File: config.mk
export PLATFORM = sky130hd
export DESIGN_NAME = audio_serial_rx
export DESIGN_NICKNAME = d
export VERILOG_FILES = /design/src/rtl/audio_rx_pkg.sv /design/src/rtl/audio_rx_edge.sv /design/src/rtl/audio_rx_slot.sv /design/src/rtl/audio_rx_pair.sv /design/src/rtl/audio_serial_rx.sv
export SDC_FILE = /design/constraint.sdc
export NUM_CORES = 1
export LEC_CHECK = 0
export BUFFER_PORTS_ARGS = -buffer_cell sky130_fd_sc_hd__buf_2
export CAP_MARGIN = 10
export CORE_ASPECT_RATIO = 1.25
export CORE_MARGIN = 2
export CORE_UTILIZATION = 42
export DETAILED_ROUTE_END_ITERATION = 16
export PLACE_DENSITY = 0.64
export SETUP_SLACK_MARGIN = 0.05
export SLEW_MARGIN = 20
export SYNTH_ARGS = -nofsm -noshare
export SYNTH_HDL_FRONTEND = slang
export SYNTH_SLANG_ARGS = --single-unit
export TNS_END_PERCENT = 50
File: constraint.sdc
create_clock -name clk -period 3.3 [get_ports clk]
set_input_delay 0.495 -clock clk [delete_from_list [all_inputs] [get_ports clk]]
set_output_delay 0.495 -clock clk [all_outputs]
set_load 0.1 [all_outputs]
File: src/rtl/audio_rx_pkg.sv
package audio_rx_pkg;
    localparam int unsigned WORD_MAX = 18;
    localparam int unsigned WORD_MIN = 16;
endpackage

File: src/rtl/audio_rx_edge.sv
module audio_rx_edge (
    input  logic clk,
    input  logic rst_n,
    input  logic bit_clk_i,
    output logic rise_o
);
    typedef struct packed {
        logic lvl;
    } edge_t;

    edge_t e_q, e_d;

    always_comb begin
        e_d     = e_q;
        e_d.lvl = bit_clk_i;
        rise_o  = bit_clk_i & ~e_q.lvl;
    end

    always_ff @(posedge clk or negedge rst_n) begin
        if (!rst_n) e_q <= '0;
        else        e_q <= e_d;
    end
endmodule

File: src/rtl/audio_rx_slot.sv
module audio_rx_slot #(
    parameter int unsigned MAX_W = audio_rx_pkg::WORD_MAX,
    parameter int unsigned MIN_W = audio_rx_pkg::WORD_MIN
) (
    input  logic             clk,
    input  logic             rst_n,
    input  logic             rise_i,
    input  logic             frame_i,
    input  logic             data_i,
    input  logic             i2s_i,
    input  logic             long_i,
    input  logic             swap_i,
    output logic             cap_o,
    output logic             cap_left_o,
    output logic [MAX_W-1:0] cap_word_o
);
    localparam int unsigned POS_W = $clog2(MAX_W) + 1;
    localparam logic [POS_W-1:0] POS_SAT = '1;
    localparam int unsigned EXT_W = MAX_W - MIN_W;

    typedef struct packed {
        logic [MAX_W-1:0] sr;
        logic [POS_W-1:0] pos;
        logic             frame;
        logic             seen;
    } slot_t;

    slot_t s_q, s_d;
    logic             flip_w;
    logic [POS_W-1:0] len_w;
    logic [MAX_W-1:0] raw_w;
    logic [MAX_W-1:0] shifted_w;

    always_comb begin
        s_d       = s_q;
        cap_o     = 1'b0;
        len_w     = long_i ? POS_W'(MAX_W) : POS_W'(MIN_W);
        flip_w    = rise_i && (frame_i != s_q.frame);
        shifted_w = {s_q.sr[MAX_W-2:0], data_i};
        raw_w     = s_q.sr;
        if (rise_i) begin
            s_d.frame = frame_i;
            s_d.seen  = s_q.seen | flip_w;
            if (flip_w)                s_d.pos = '0;
            else if (s_q.pos != POS_SAT) s_d.pos = s_q.pos + 1'b1;
            if (i2s_i) begin
                if (s_q.pos < len_w) s_d.sr = shifted_w;
                if (s_q.pos == len_w - 1'b1) begin
                    cap_o = 1'b1;
                    raw_w = shifted_w;
                end
            end else begin
                s_d.sr = shifted_w;
                cap_o  = flip_w && s_q.seen;
            end
        end
        cap_left_o = s_q.frame ^ swap_i;
        cap_word_o = long_i ? raw_w
                            : {{EXT_W{raw_w[MIN_W-1]}}, raw_w[MIN_W-1:0]};
    end

    always_ff @(posedge clk or negedge rst_n) begin
        if (!rst_n) begin
            s_q     <= '0;
            s_q.pos <= POS_SAT;
        end else begin
            s_q <= s_d;
        end
    end
endmodule

File: src/rtl/audio_rx_pair.sv
module audio_rx_pair #(
    parameter int unsigned MAX_W = audio_rx_pkg::WORD_MAX
) (
    input  logic             clk,
    input  logic             rst_n,
    input  logic             cap_i,
    input  logic             cap_left_i,
    input  logic [MAX_W-1:0] cap_word_i,
    output logic [MAX_W-1:0] left_o,
    output logic [MAX_W-1:0] right_o,
    output logic             valid_o
);
    typedef struct packed {
        logic [MAX_W-1:0] hold;
        logic             have_left;
        logic [MAX_W-1:0] left;
        logic [MAX_W-1:0] right;
        logic             valid;
    } pair_t;

    pair_t p_q, p_d;

    always_comb begin
        p_d       = p_q;
        p_d.valid = 1'b0;
        if (cap_i) begin
            if (cap_left_i) begin
                p_d.hold      = cap_word_i;
                p_d.have_left = 1'b1;
            end else if (p_q.have_left) begin
                p_d.left      = p_q.hold;
                p_d.right     = cap_word_i;
                p_d.valid     = 1'b1;
                p_d.have_left = 1'b0;
            end
        end
        left_o  = p_q.left;
        right_o = p_q.right;
        valid_o = p_q.valid;
    end

    always_ff @(posedge clk or negedge rst_n) begin
        if (!rst_n) p_q <= '0;
        else        p_q <= p_d;
    end
endmodule

File: src/rtl/audio_serial_rx.sv
module audio_serial_rx #(
    parameter int unsigned MAX_W = audio_rx_pkg::WORD_MAX,
    parameter int unsigned MIN_W = audio_rx_pkg::WORD_MIN
) (
    input  logic             clk,
    input  logic             rst_n,
    input  logic             bit_clk_i,
    input  logic             frame_clk_i,
    input  logic             ser_data_i,
    input  logic             fmt_i2s_i,
    input  logic             len_long_i,
    input  logic             lr_swap_i,
    input  logic             strap_mode_i,
    output logic [MAX_W-1:0] pcm_left_o,
    output logic [MAX_W-1:0] pcm_right_o,
    output logic             pcm_valid_o
);
    logic             rise_w;
    logic             cap_w;
    logic             cap_left_w;
    logic [MAX_W-1:0] cap_word_w;
    logic             eff_i2s_w;
    logic             eff_long_w;
    logic             eff_swap_w;

    always_comb begin
        eff_i2s_w  = fmt_i2s_i  & ~strap_mode_i;
        eff_long_w = len_long_i & ~strap_mode_i;
        eff_swap_w = lr_swap_i  & ~strap_mode_i;
    end

    audio_rx_edge u_edge (
        .clk       (clk),
        .rst_n     (rst_n),
        .bit_clk_i (bit_clk_i),
        .rise_o    (rise_w)
    );

    audio_rx_slot #(.MAX_W(MAX_W), .MIN_W(MIN_W)) u_slot (
        .clk        (clk),
        .rst_n      (rst_n),
        .rise_i     (rise_w),
        .frame_i    (frame_clk_i),
        .data_i     (ser_data_i),
        .i2s_i      (eff_i2s_w),
        .long_i     (eff_long_w),
        .swap_i     (eff_swap_w),
        .cap_o      (cap_w),
        .cap_left_o (cap_left_w),
        .cap_word_o (cap_word_w)
    );

    audio_rx_pair #(.MAX_W(MAX_W)) u_pair (
        .clk        (clk),
        .rst_n      (rst_n),
        .cap_i      (cap_w),
        .cap_left_i (cap_left_w),
        .cap_word_i (cap_word_w),
        .left_o     (pcm_left_o),
        .right_o    (pcm_right_o),
        .valid_o    (pcm_valid_o)
    );
endmodule

==> run metrics <==
number of fill cells=841; total CTS buffers=9; I/O pin count=46; CTS HTree Levels=3; RSZ-0062 raised after global routing=false; top cell type's share of synthesized area=49.0%; Routability Congestion=0.739; CP Data Required Time=3.51 ns; CTS tree=built; later-pin clock latency in the skew report=0.33 ns; mapped cell area=3930 µm²; Overall Power=4.40 mW; chip height=112 µm; Hold Crit Class=input port to asynchronous set/reset pin; Leak=2.08 nW; fraction of registers with async set/reset=100%; Hold Buf Count CTS=0; postcts setup bufs=0; full die area=10100 µm²; Synth top cells by count=dfrtp_1, mux2_2, buf_4, mux2_4; maximum number of pins on one net before global-route repair=84; initial core utilization=43.1%; crit path max fanout=10; drc violations=0; crit start category=register; number of global-route vias before repair=2184; status=complete, no violations; hpwl dp=4.09 mm; Horiz. Die Dim=90.5 µm; Clock Path Buffers=2; Setup WS pre-CTS=0.558 ns; largest area contributor in the netlist=dfrtp_1; Final Routed Wirelength=6.07 mm; Power Density=1020 nW/µm²; Peak VDD IR=0.627 mV; synth warn=0; count leader, synth=dfrtp_1; top_reg_cell synth=dfrtp_1; ANT nets after route=0; TritonRoute pass-1 iters=4; placed cells=413; Final period util=76.0%; clk_skew=0.00518 ns; number of synthesized register bits=83; syn nets=296; row count=39; endpoints failing hold=0; fin crit period=2.51 ns; via-per-instance ratio=4.88; first-pass GRT wire length=10.7 mm; Setup crit end kind=register; ANT cells=0; Total Nets Final=312; via count=2087; leading post-synthesis cells by cell area=dfrtp_1, mux2_2, buf_4; clock sink count=83; gr ovfl total=0; f_max=0.399 GHz; antenna violations before repair=0; drt wl/cell=14.2 µm; post-route insts no fill=428; max-cap viol count=0; Clock Root Buffer=clkbuf_16; post-synthesis average cell area=13.8 µm²; Area Growth Syn to Fin=10.3%; Post-synth EDFFs=0; Mapped Cells=285; Setup Total Neg Slack=0 ns; Final Core Density=47.5%; core area=9130 µm²; PortBufs=45; Crit Path Category=register to register; max_slew headroom=51.0%; overall routing resource usage=13.2%; final slew viol count=0; final setup margin=0.793 ns; endpoints failing setup=0; Distinct cells, synth=44; cts repair resizes=0; Starting DRT DRC Count=59; sequential-to-total area share from yosys stat=53.1%; layout cell share with drive strength beyond 1=52.8%; worst path arrival time=2.72 ns; clock-pin slew on the worst setup and hold paths=0.06 ns; Least-Margin Pin Slew=0.735 ns
==> critical path, stage by stage, from the launching register on <==
cell	delay, ns
dfstp_2	0.54
inv_1	0.06
ha_1	0.34
nor4_4	0.36
nand2_2	0.16
a21oi_4	0.41
buf_12	0.19
mux2_2	0.33
==> layout by cell type, fill, tap and decap left out, types with 5 or more instances in the layout <==
master / count
buf_2: 44
clkbuf_16: 9
dfrtp_1: 77
dfstp_2: 6
inv_1: 8
mux2_2: 72
mux2_4: 9
mux2i_1: 5
nand2_1: 8
nand3_1: 6
nor2_1: 5
==> power by group <==
| group | leakage [nW] | internal (mW) | switching [mW] |
|---|---|---|---|
| Sequential | 1.06 | 1.37 | 0.216 |
| Clock | 0.148 | 0.679 | 0.383 |
| Combinational | 0.872 | 0.463 | 1.29 |
| Total | 2.08 | 2.51 | 1.89 |
==> flip-flops by register name (all words and copies together) (netlist names) <==
name            cells
u_pair.left_o      18
u_pair.p_q         19
u_slot.s_q         26
u_pair.valid_o      1
u_edge.e_q          1
u_pair.right_o     18
==> through the flow <==
| step | hold WS [ns] | instance area (µm²) |
|---|---|---|
| 5_1_grt | 0.272 | 4330 |
| 2_1_floorplan | 0.199 | 3930 |
| 3_3_place_gp | 0.458 | 4010 |
| 4_1_cts | 0.284 | 4330 |
| 6_report | 0.206 | 4330 |
| 3_5_place_dp | 0.454 | 4010 |
==> worst paths after layout <==
check	slack, ns	end	startpoint	cells after the start
min in group clk	0.30	u_edge.e_q	bit_clk_i	1
setup reg to reg	0.79	u_pair.p_q[44]	u_slot.s_q[3]	7
max in group asynchronous	2.59	u_pair.left_o[17]	rst_n	1
hold reg to reg	0.48	u_slot.s_q[0]	u_slot.s_q[0]	1
hold / removal	0.21	u_pair.valid_o	rst_n	1
setup / recovery	0.79	u_pair.p_q[44]	u_slot.s_q[3]	7
==> final cells by class <==
cell class,instances,area [µm²],share of cell area (%)
sequential,83,2080,48.1
tap,123,154,3.55
inverter,8,30.0,0.693
clock inverter,4,75.1,1.73
clock buffer,11,243,5.60
multi-input combinational,150,1470,34.0
timing repair buffer,49,274,6.33
==> routing by layer <==
| metal | part of all wire, % | global-route usage, % |
|---|---|---|
| met1 | 48 | 17.6 |
| met2 | 47 | 20.5 |
| met3 | 3.8 | 2.82 |
| met4 | 1.7 | 6.15 |
| met5 | 0 | 0 |
==> kinds of logic (layout without fill, tap and decap cells) <==
group	count (synthesis)	count (layout)	synth area share [%]
flops	83	83	53.1
fa+ha+maj	2	2	0.637
simple gates	39	39	6.21
mux	90	90	26.5
compound gates	13	13	2.68
xor+xnor	6	6	1.34
buf+inv	52	72	9.59
Note: power is estimated with default switching activity, not from simulation.
